**config.mk**
```make
export PLATFORM = sky130hd
export DESIGN_NAME = stk_unit
export DESIGN_NICKNAME = d
export VERILOG_FILES = /design/src/rtl/stk_pkg.sv /design/src/rtl/stk_datapath.sv /design/src/rtl/stk_control.sv /design/src/rtl/stk_unit.sv
export SDC_FILE = /design/constraint.sdc
export NUM_CORES = 1
export LEC_CHECK = 0
export BUFFER_PORTS_ARGS = -buffer_cell sky130_fd_sc_hd__buf_2
export CORE_MARGIN = 4
export CORE_UTILIZATION = 33
export DETAILED_ROUTE_END_ITERATION = 12
export GPL_ROUTABILITY_DRIVEN = 0
export PLACE_DENSITY = 0.67
export SETUP_SLACK_MARGIN = 0.3
export SLEW_MARGIN = 20
export SYNTH_ARGS = -nofsm -noshare
export SYNTH_HDL_FRONTEND = slang
export SYNTH_SLANG_ARGS = --single-unit
```
**constraint.sdc**
```tcl
create_clock -name clk -period 2.76 [get_ports clk]
set_input_delay 0.138 -clock clk [delete_from_list [all_inputs] [get_ports clk]]
set_output_delay 0.138 -clock clk [all_outputs]
set_load 0.02 [all_outputs]
```
**src/rtl/stk_pkg.sv**
```systemverilog
package stk_pkg;
  typedef enum logic [2:0] {
    OP_PUSH  = 3'd0,
    OP_POP   = 3'd1,
    OP_CALL  = 3'd2,
    OP_CALLR = 3'd3,
    OP_RET   = 3'd4,
    OP_CRT0  = 3'd5
  } stkOp_e;

  typedef struct packed {
    logic accept;
    logic issue;
    logic beatHi;
    logic capLo;
    logic capHi;
    logic pushRetire;
    logic pcFromStack;
  } dpCtl_t;

  function automatic logic [3:0] sizeBytes(input logic [1:0] code);
    return 4'd1 << code;
  endfunction
endpackage

```
**src/rtl/stk_datapath.sv**
```systemverilog
module stk_datapath
  import stk_pkg::*;
#(
  parameter int ADDR_W    = 16,
  parameter int MEM_BYTES = 1024,
  parameter int REG_W     = 5
) (
  input  logic              clk,
  input  logic              rstN,
  input  dpCtl_t            ctl,
  input  logic [2:0]        opCode,
  input  logic [1:0]        opSize,
  input  logic [63:0]       srcValue,
  input  logic [ADDR_W-1:0] targetAddr,
  input  logic [ADDR_W-1:0] retAddr,
  input  logic [REG_W-1:0]  linkDest,
  input  logic [63:0]       memRdata,
  output logic              needHi,
  output logic [ADDR_W-1:0] memAddr,
  output logic [7:0]        memByteEn,
  output logic [63:0]       memWdata,
  output logic [63:0]       popValue,
  output logic [ADDR_W-1:0] pcTarget,
  output logic [REG_W-1:0]  linkReg,
  output logic [ADDR_W-1:0] linkValue,
  output logic [ADDR_W-1:0] stackPtr
);
  localparam logic [ADDR_W-1:0] CRT_SP   = ADDR_W'(MEM_BYTES - 8);
  localparam logic [ADDR_W-1:0] ROW_STEP = ADDR_W'(8);

  stkOp_e opIn;
  logic        wordForced;
  logic [3:0]  effBytes;
  logic [ADDR_W-1:0] effStep;
  logic [63:0] inMask, inValue;

  assign opIn       = stkOp_e'(opCode);
  assign wordForced = opIn inside {OP_CALL, OP_RET, OP_CRT0};
  assign effBytes   = wordForced ? 4'd4 : sizeBytes(opSize);
  assign effStep    = ADDR_W'(effBytes);
  assign inMask     = (64'd1 << {effBytes, 3'b000}) - 64'd1;
  assign inValue    = (opIn inside {OP_CALL, OP_CALLR, OP_CRT0}) ? 64'(retAddr)
                                                                : (srcValue & inMask);

  logic [ADDR_W-1:0] spQ, addrQ, targetQ;
  logic [3:0]        sizeQ;
  logic [63:0]       valueQ;
  logic [127:0]      bufQ;
  logic [REG_W-1:0]  linkRegQ;

  always_ff @(posedge clk or negedge rstN) begin
    if (!rstN) begin
      spQ      <= '0;
      addrQ    <= '0;
      targetQ  <= '0;
      sizeQ    <= 4'd1;
      valueQ   <= '0;
      bufQ     <= '0;
      linkRegQ <= '0;
    end else begin
      if (ctl.accept) begin
        sizeQ    <= effBytes;
        valueQ   <= inValue;
        targetQ  <= targetAddr;
        linkRegQ <= linkDest;
        bufQ     <= '0;
        case (opIn)
          OP_CRT0: begin
            spQ   <= CRT_SP;
            addrQ <= CRT_SP;
          end
          OP_POP, OP_RET: begin
            spQ   <= spQ + effStep;
            addrQ <= spQ + effStep;
          end
          default: addrQ <= spQ;
        endcase
      end
      if (ctl.pushRetire) spQ <= spQ - ADDR_W'(sizeQ);
      if (ctl.capLo) bufQ[63:0]   <= memRdata;
      if (ctl.capHi) bufQ[127:64] <= memRdata;
    end
  end

  logic [2:0]        lane;
  logic [15:0]       laneMask;
  logic [127:0]      laneData;
  logic [ADDR_W-1:0] rowBase;
  logic [63:0]       aligned, outMask;

  assign lane     = addrQ[2:0];
  assign laneMask = ((16'd1 << sizeQ) - 16'd1) << lane;
  assign laneData = {64'd0, valueQ} << {lane, 3'b000};
  assign rowBase  = {addrQ[ADDR_W-1:3], 3'b000};
  assign needHi   = |laneMask[15:8];

  assign memAddr   = ctl.beatHi ? rowBase + ROW_STEP : rowBase;
  assign memByteEn = ctl.beatHi ? laneMask[15:8] : laneMask[7:0];
  assign memWdata  = ctl.beatHi ? laneData[127:64] : laneData[63:0];

  assign aligned  = 64'(bufQ >> {lane, 3'b000});
  assign outMask  = (64'd1 << {sizeQ, 3'b000}) - 64'd1;
  assign popValue = aligned & outMask;

  assign pcTarget  = ctl.pcFromStack ? popValue[ADDR_W-1:0] : targetQ;
  assign linkReg   = linkRegQ;
  assign linkValue = valueQ[ADDR_W-1:0];
  assign stackPtr  = spQ;

  // every issued beat touches at least one lane
  assert_lanes_live_R7: assert property (@(posedge clk) disable iff (!rstN)
    ctl.issue |-> memByteEn != 8'd0);

  // a single-beat access enables exactly its operand size in lanes
  assert_lane_count_R7: assert property (@(posedge clk) disable iff (!rstN)
    (ctl.issue && !ctl.beatHi && !needHi) |-> $countones(memByteEn) == int'(sizeQ));

  // a pop or return raises the pointer on the accepting edge
  assert_pop_advance_R2: assert property (@(posedge clk) disable iff (!rstN)
    (ctl.accept && (opIn inside {OP_POP, OP_RET})) |=>
      stackPtr == $past(stackPtr) + $past(effStep));
endmodule

```
**src/rtl/stk_control.sv**
```systemverilog
module stk_control
  import stk_pkg::*;
(
  input  logic       clk,
  input  logic       rstN,
  input  logic       opValid,
  input  logic [2:0] opCode,
  input  logic       needHi,
  output dpCtl_t     ctl,
  output logic       opReady,
  output logic       memValid,
  output logic       memWrite,
  output logic       done,
  output logic       pcValid,
  output logic       popValid,
  output logic       linkValid
);
  typedef enum logic [2:0] {S_IDLE, S_BEAT0, S_BEAT1, S_LAND, S_FIN} state_e;

  state_e state;
  stkOp_e opQ;
  logic   rdLoPend, rdHiPend;
  logic   isWrite, isRead;

  assign isWrite = opQ inside {OP_PUSH, OP_CALL, OP_CRT0};
  assign isRead  = opQ inside {OP_POP, OP_RET};
  assign opReady = (state == S_IDLE);

  always_ff @(posedge clk or negedge rstN) begin
    if (!rstN) begin
      state    <= S_IDLE;
      opQ      <= OP_PUSH;
      rdLoPend <= 1'b0;
      rdHiPend <= 1'b0;
    end else begin
      rdLoPend <= (state == S_BEAT0) && isRead;
      rdHiPend <= (state == S_BEAT1) && isRead;
      case (state)
        S_IDLE: if (opValid) begin
          opQ   <= stkOp_e'(opCode);
          state <= (stkOp_e'(opCode) == OP_CALLR) ? S_FIN : S_BEAT0;
        end
        S_BEAT0: state <= needHi ? S_BEAT1 : S_LAND;
        S_BEAT1: state <= S_LAND;
        S_LAND:  state <= S_FIN;
        default: state <= S_IDLE;
      endcase
    end
  end

  always_comb begin
    ctl             = '0;
    ctl.accept      = opReady && opValid;
    ctl.issue       = (state == S_BEAT0) || (state == S_BEAT1);
    ctl.beatHi      = (state == S_BEAT1);
    ctl.capLo       = rdLoPend;
    ctl.capHi       = rdHiPend;
    ctl.pushRetire  = (state == S_LAND) && isWrite;
    ctl.pcFromStack = (opQ == OP_RET);
  end

  assign memValid  = ctl.issue;
  assign memWrite  = ctl.issue && isWrite;
  assign done      = (state == S_FIN);
  assign pcValid   = done && (opQ inside {OP_CALL, OP_CALLR, OP_RET, OP_CRT0});
  assign popValid  = done && (opQ == OP_POP);
  assign linkValid = done && (opQ == OP_CALLR);

  // completion is a one-cycle pulse
  assert_done_pulse_R8: assert property (@(posedge clk) disable iff (!rstN)
    done |=> !done);

  // no memory traffic while idle
  assert_idle_quiet_R8: assert property (@(posedge clk) disable iff (!rstN)
    opReady |-> !memValid);

  // the high-row beat always follows the low-row beat
  assert_hi_after_lo_R7: assert property (@(posedge clk) disable iff (!rstN)
    (state == S_BEAT1) |-> $past(state) == S_BEAT0);

  // a link call never touches memory
  assert_link_silent_R4: assert property (@(posedge clk) disable iff (!rstN)
    (opQ == OP_CALLR && !opReady) |-> !memValid);
endmodule

```
**src/rtl/stk_unit.sv**
```systemverilog
module stk_unit
  import stk_pkg::*;
#(
  parameter int ADDR_W    = 16,
  parameter int MEM_BYTES = 1024,
  parameter int REG_W     = 5
) (
  input  logic              clk,
  input  logic              rstN,
  input  logic              opValid,
  output logic              opReady,
  input  logic [2:0]        opCode,
  input  logic [1:0]        opSize,
  input  logic [63:0]       srcValue,
  input  logic [ADDR_W-1:0] targetAddr,
  input  logic [ADDR_W-1:0] retAddr,
  input  logic [REG_W-1:0]  linkDest,
  output logic              memValid,
  output logic              memWrite,
  output logic [ADDR_W-1:0] memAddr,
  output logic [7:0]        memByteEn,
  output logic [63:0]       memWdata,
  input  logic [63:0]       memRdata,
  output logic              done,
  output logic              popValid,
  output logic [63:0]       popValue,
  output logic              pcValid,
  output logic [ADDR_W-1:0] pcTarget,
  output logic              linkValid,
  output logic [REG_W-1:0]  linkReg,
  output logic [ADDR_W-1:0] linkValue,
  output logic [ADDR_W-1:0] stackPtr
);
  dpCtl_t ctl;
  logic   needHi;

  stk_control i_control (
    .clk(clk), .rstN(rstN), .opValid(opValid), .opCode(opCode), .needHi(needHi),
    .ctl(ctl), .opReady(opReady), .memValid(memValid), .memWrite(memWrite),
    .done(done), .pcValid(pcValid), .popValid(popValid), .linkValid(linkValid)
  );

  stk_datapath #(.ADDR_W(ADDR_W), .MEM_BYTES(MEM_BYTES), .REG_W(REG_W)) i_datapath (
    .clk(clk), .rstN(rstN), .ctl(ctl), .opCode(opCode), .opSize(opSize),
    .srcValue(srcValue), .targetAddr(targetAddr), .retAddr(retAddr),
    .linkDest(linkDest), .memRdata(memRdata), .needHi(needHi), .memAddr(memAddr),
    .memByteEn(memByteEn), .memWdata(memWdata), .popValue(popValue),
    .pcTarget(pcTarget), .linkReg(linkReg), .linkValue(linkValue), .stackPtr(stackPtr)
  );
endmodule

```
# Word-level counts from Yosys, hierarchy flattened
# Index checks and enable logic that the tools add are counted.
[classes] reduce_logical=22 bitwise_logic=2 mux=16 n_shift=7 eq_ne=15 add_sub_neg=6
[op_table] operator="64-bit 2-to-1 mux" count=4
[op_table] operator="64-bit bitwise AND" count=2
[op_table] operator="128-bit 2-to-1 mux" count=1
[op_table] operator="1-bit by 7-bit left shift with 64-bit output (first input constant)" count=2
[op_table] operator="64-bit by 6-bit left shift with 128-bit output" count=1
[op_table] operator="128-bit by 6-bit right shift with 64-bit output" count=1
[op_table] operator="64-bit by 1-bit subtractor with 64-bit output (second input constant)" count=2
[op_table] operator="16-bit 2-to-1 mux" count=4
[op_table] operator="16-bit one-hot mux with 2 select lines" count=1
[op_table] operator="3-bit by 2-bit == test with 1-bit output (second input constant)" count=6
[op_table] operator="16-bit by 4-bit adder with 16-bit output" count=1
[op_table] operator="16-bit by 4-bit adder with 16-bit output (second input constant)" count=1
[op_table] operator="1-bit by 4-bit left shift with 16-bit output (first input constant)" count=1
[op_table] operator="16-bit by 3-bit left shift with 16-bit output" count=1
[op_table] operator="16-bit by 1-bit subtractor with 16-bit output (second input constant)" count=1
[op_table] operator="16-bit by 4-bit subtractor with 16-bit output" count=1
[op_table] operator="3-bit == test (second input constant)" count=5
[op_table] operator="3-bit one-hot mux with 4 select lines" count=1
[op_table] operator="3-bit by 1-bit == test with 1-bit output (second input constant)" count=3
[op_table] operator="3-bit nonzero test" count=3
[op_table] operator="1-bit logical AND" count=8
[op_table] operator="8-bit 2-to-1 mux" count=1
[op_table] operator="2-bit nonzero test" count=4
[op_table] operator="8-bit OR reduction" count=1
[op_table] operator="other kinds (10)" count=12
[totals] reg_bits=257 in_bits=173

# Depth between registers and ports, before layout
[logic_depth] word_depth=7 mapped_depth=13 mapped_depth_nobuf=12

# By module
# From an unflattened synthesis, not the netlist that was laid out.
[hier_totals] cells_unflattened=2026 area_unflattened_um2=18023.5
[modules_own_cells] mod="stk_datapath" n_inst=1 area_per_inst_um2=17538.1 cells_per_inst=1981
[modules_own_cells] mod="stk_control" n_inst=1 area_per_inst_um2=485.5 cells_per_inst=45

# Worst setup path after synthesis
# OpenSTA, ideal clock, no wires.
[synth_path] path_kind="register -> output" from="register i_datapath.sizeQ[2]" to="output port memByteEn[3]" arrival_ps=2953 t_required_ps=2622 setup_slack_ps=-331 path_stages_with_launch=11 cell_sequence="dfrtp_1 clkbuf_1 clkbuf_1 nor4_1 clkbuf_1 inv_1 ha_1 or3_1 o211ai_1 a221oi_1 o32ai_1"
[synth_via] elab_chain_len=4
[synth_lines] element="from (decl)" line_no="stk_datapath.sv:46" source="logic [3:0] sizeQ;"
[synth_lines] element="from (signal assigned)" line_no="stk_datapath.sv:62" source="sizeQ <= effBytes;"
[synth_lines] element="1-bit by 4-bit left shift with 16-bit output" line_no="stk_datapath.sv:92" source="assign laneMask = ((16'd1 << sizeQ) - 16'd1) << lane;"
[synth_lines] element="16-bit by 1-bit subtractor with 16-bit output" line_no="stk_datapath.sv:92"
[synth_lines] element="16-bit by 3-bit left shift with 16-bit output" line_no="stk_datapath.sv:92"
[synth_lines] element="8-bit 2-to-1 mux" line_no="stk_datapath.sv:98" source="assign memByteEn = ctl.beatHi ? laneMask[15:8] : laneMask[7:0];"
[synth_lines] element="to (decl)" line_no="stk_unit.sv:21" source="output logic [7:0] memByteEn,"
# No other way between the ends.

# Worst setup path in the final report
[layout_path] from="register i_datapath.sizeQ[1]" to="output port memByteEn[1]"
# The elaborated chain is that of the path after synthesis.

==> impl_results.md <==
- Outcome: finished, violations left
- Failing checks: negative setup slack
- Largest net degree at the start of global routing: 138
- Die width: 238 microns
- FF-to-FF End: i_control.state[0]
- Avg Vias per Cell: 6.09
- Clock Skews: 39.4 ps
- Final setup fails: 87
- H-tree Lvls: 2
- Number of global-route vias before repair: 19400
- Share of cells above drive strength 1: 40.1%
- Post-Synthesis Cells: 2080
- CP Max Fanout: 8
- Std cell rows: 84
- CP Cell Sequence: nor4_4 > inv_4 > ha_4 > or3_4 > o211ai_1 > a22oi_2 > mux2i_1 > mux2i_1 > o32ai_2 > buf_4
- Commonest cells after routing, fill and taps aside: nand2_1, dfrtp_1, buf_2
- Total negative slack: -9780 ps
- Xor/xnor cell area share of the yosys netlist: 1.46%
- Pins Over Slew Limit: 0
- Critical path class: reg2out
- Hold crit path type: in2reg
- FF+latch count, synth: 249
- Synthesized area per cell: 8.39 sq um
- Crit path time final: 3160 ps
- Clock Latency Late Sink: 570 ps
- Main combinational cell family by area after synthesis: compound AO/OA/AOI/OAI gates
- Die Ht: 238 microns
- Crit share post-route: 115%
- Min-Delay Endpoint: i_control.state[2]
- Commonest non-fill, non-tap cell in the layout: nand2_1
- RSZ-0062 raised after global routing: true
- Die ar.: 56600 sq um
- Tightest Pin Transition: 972 ps
- # clock sinks: 249
- Netlist cell types: 78
- Final ANT Viol Nets: 0
- Initial Util: 33.3%
- Power per cell area: 1370 nW/um^2
- Adder-cell share of the synthesized area: 1.08%
- Max IR drop VDD: 0.000711 V
- Post-synth EDFFs: 0
- Max incr delay on CP: 410 ps
- Setup WS post-layout: -403 ps
- Final wirelength: 87300 microns
- DR iter-0 viols: 3196
- Initial antenna violation count: 3
- Hold path depth: 4
- CP most frequent cell: mux2i_1
- Port Buffer Count: 381
- Sequential area share after synthesis: 35.7%
- Dpl cell area: 20300 sq um
- Ys Warns: 0
- DR WL/cell: 25.6 microns
- Number of remaining DRC errors: 0
- Compound-cell area share of the yosys netlist: 19.2%
- Maxcap violations: 0
- Area Overhead vs Synth: 61.0%
- Gr ovfl total: 0
- Num CTS Buffers: 34
- First-pass GRT wire length: 118000 microns
- Crit end category: primary output
- HP Start: opCode[0]
- CTS tree: built
- Iteration count of the initial detailed-routing pass: 9
- Clock transition at path regs: 60 ps
- Register-to-Register Path Depth: 11
- Crit path launch type: flip-flop
- F_max: 316 MHz
- Ys async rst share: 100%
- Crit-path slowest cell: dfrtp_1
- Nets: 2886
- Post-Syn Area: 17400 sq um
- GRT Util Overall: 26.4%
- R2r startpoint: i_datapath.sizeQ[1]
- CP arrival: 3020 ps
- CTS root buf: clkbuf_16
- Final hold vios: 0
- Clk buf depth: 3
- Final Cell Area: 28100 sq um
- Rel. slew slack: 35.0%
- DP HPWL: 51400 microns
- Worst path required time: 2620 ps
- Flop2flop setup slack: 110 ps
- Top_reg_cell synth: dfrtp_1
- Static Leak: 11.8 nW
- Post-Synth Simple-Gate Area: 19.2%
- Via count: 20800
- Total core area: 52400 sq um
- IO Count: 385
- Post-synthesis mux area share: 17.7%
## critical path, delay by kind of cell, from the launching register on
family	cells	cell delay (ps)
DFF	1	410
and+or+nand+nor	2	700
AOI/OAI and AO/OA	3	550
muxes	2	330
buffers and inverters	2	290
adders and majority gates	1	190
## metrics by stage
| step | util [%] | power [W] | hold slack (ps) | setup slack, ps | std cells |
|---|---|---|---|---|---|
| after global placement | 38.7 | 0.0232 | 198 | 71.4 | 3035 |
| after floorplan | - | 0.0176 | -158 | 156 | 2082 |
| after detailed placement | 38.7 | 0.0236 | 208 | -9.01 | 3035 |
| final | 53.6 | 0.0384 | 62.6 | -403 | 3413 |
| after CTS | 49.5 | 0.0336 | 24.4 | -345 | 3354 |
| after global routing | 53.6 | 0.0398 | 62.7 | -500 | 3412 |
## synth_stat cells (all sizes together), types with 3 or more instances
cell	instances	area, sq um
dfrtp	248	6210
nor3b	10	75.1
or3	5	31.3
nand2b	8	50.1
o211ai	6	45.0
a21oi	83	415
nor2b	24	150
o2bb2ai	32	280
a211oi	27	203
and4	4	35.0
o311ai	5	43.8
xor2	11	96.3
o22ai	5	31.3
and2	5	31.3
o21ai	209	1050
nor3	15	85.1
mux2	74	833
or4	3	30.0
xnor2	18	158
o31ai	10	75.1
nand3	51	255
nand2	443	1660
inv	16	60.1
clkbuf	104	390
and3	5	31.3
buf	97	519
a31oi	33	206
a221o	9	90.1
mux4	37	833
a21o	9	67.6
nand4	10	62.6
mux2i	142	1420
a22o	47	412
nor4	5	31.3
o21a	22	165
ha	11	138
a221oi	5	50.0
a22oi	5	37.5
nor2	190	721
## area by class of cell
type / count / area, sq um
fill: 4205 / 24400
multi-input combinational: 1615 / 12500
timing repair buffer: 783 / 7210
sequential: 249 / 6250
clock buffer: 41 / 928
tap: 688 / 861
clock inverter: 18 / 229
inverter: 17 / 71.3
antenna: 2 / 5.00
## what timing repair did
| action | CTS | global route |
|---|---|---|
| pin swaps | 73 | 91 |
| resized for setup | 453 | 403 |
| hold buffers | 169 | 0 |
| cloned | 15 | 5 |
| buffers inserted | 76 | 52 |
| hold endpoints to repair | 290 | 0 |
| setup endpoints to repair | 166 | 184 |
## sequential cells by signal, indices dropped and copies added, names as in the netlist
name	flops
i_control.rdLoPend	1
i_datapath.valueQ	64
i_control.rdHiPend	1
i_datapath.sizeQ	4
i_datapath.targetQ	16
i_datapath.stackPtr	16
i_control.state	3
i_datapath.addrQ	16
i_control.opQ	3
i_datapath.bufQ	120
i_datapath.linkReg	5
## worst max-delay path by stage
stage	from	endpoint	slack, ps
after global routing	i_datapath.sizeQ[1]	memByteEn[1]	-500
after floorplan	i_datapath.sizeQ[1]	memByteEn[0]	160
final	i_datapath.sizeQ[1]	memByteEn[1]	-400
after detailed placement	i_datapath.sizeQ[1]	i_control.state[0]	-9
after CTS	i_datapath.sizeQ[3]	memByteEn[1]	-350
after global placement	i_datapath.sizeQ[3]	i_control.state[0]	70
## cells by family after synthesis
kind of cell / Yosys count
xor gates and xnor gates: 29
other: 2
buffers and inverters: 218
and+or+nand+nor: 787
adders and majority gates: 14
muxes: 253
DFF: 249
AOI/OAI and AO/OA: 528
## per-layer routing
metal / track usage, % / wire length, microns / share of wire, % / vias to the layer above
met5: 0 / 13 / 0.015 / -
met4: 13.1 / 6050 / 6.9 / 2
met3: 5.19 / 9970 / 11 / 467
met2: 42.2 / 39700 / 45 / 1714
met1: 34.2 / 31600 / 36 / 9974
li1: - / - / - / 8634
## power breakdown
group / internal, W / switching, W
logic: 0.0121 / 0.0150
clock network: 0.00279 / 0.00187
registers: 0.00481 / 0.00183
total: 0.0197 / 0.0187
Note: power is estimated with default switching activity, not from simulation.
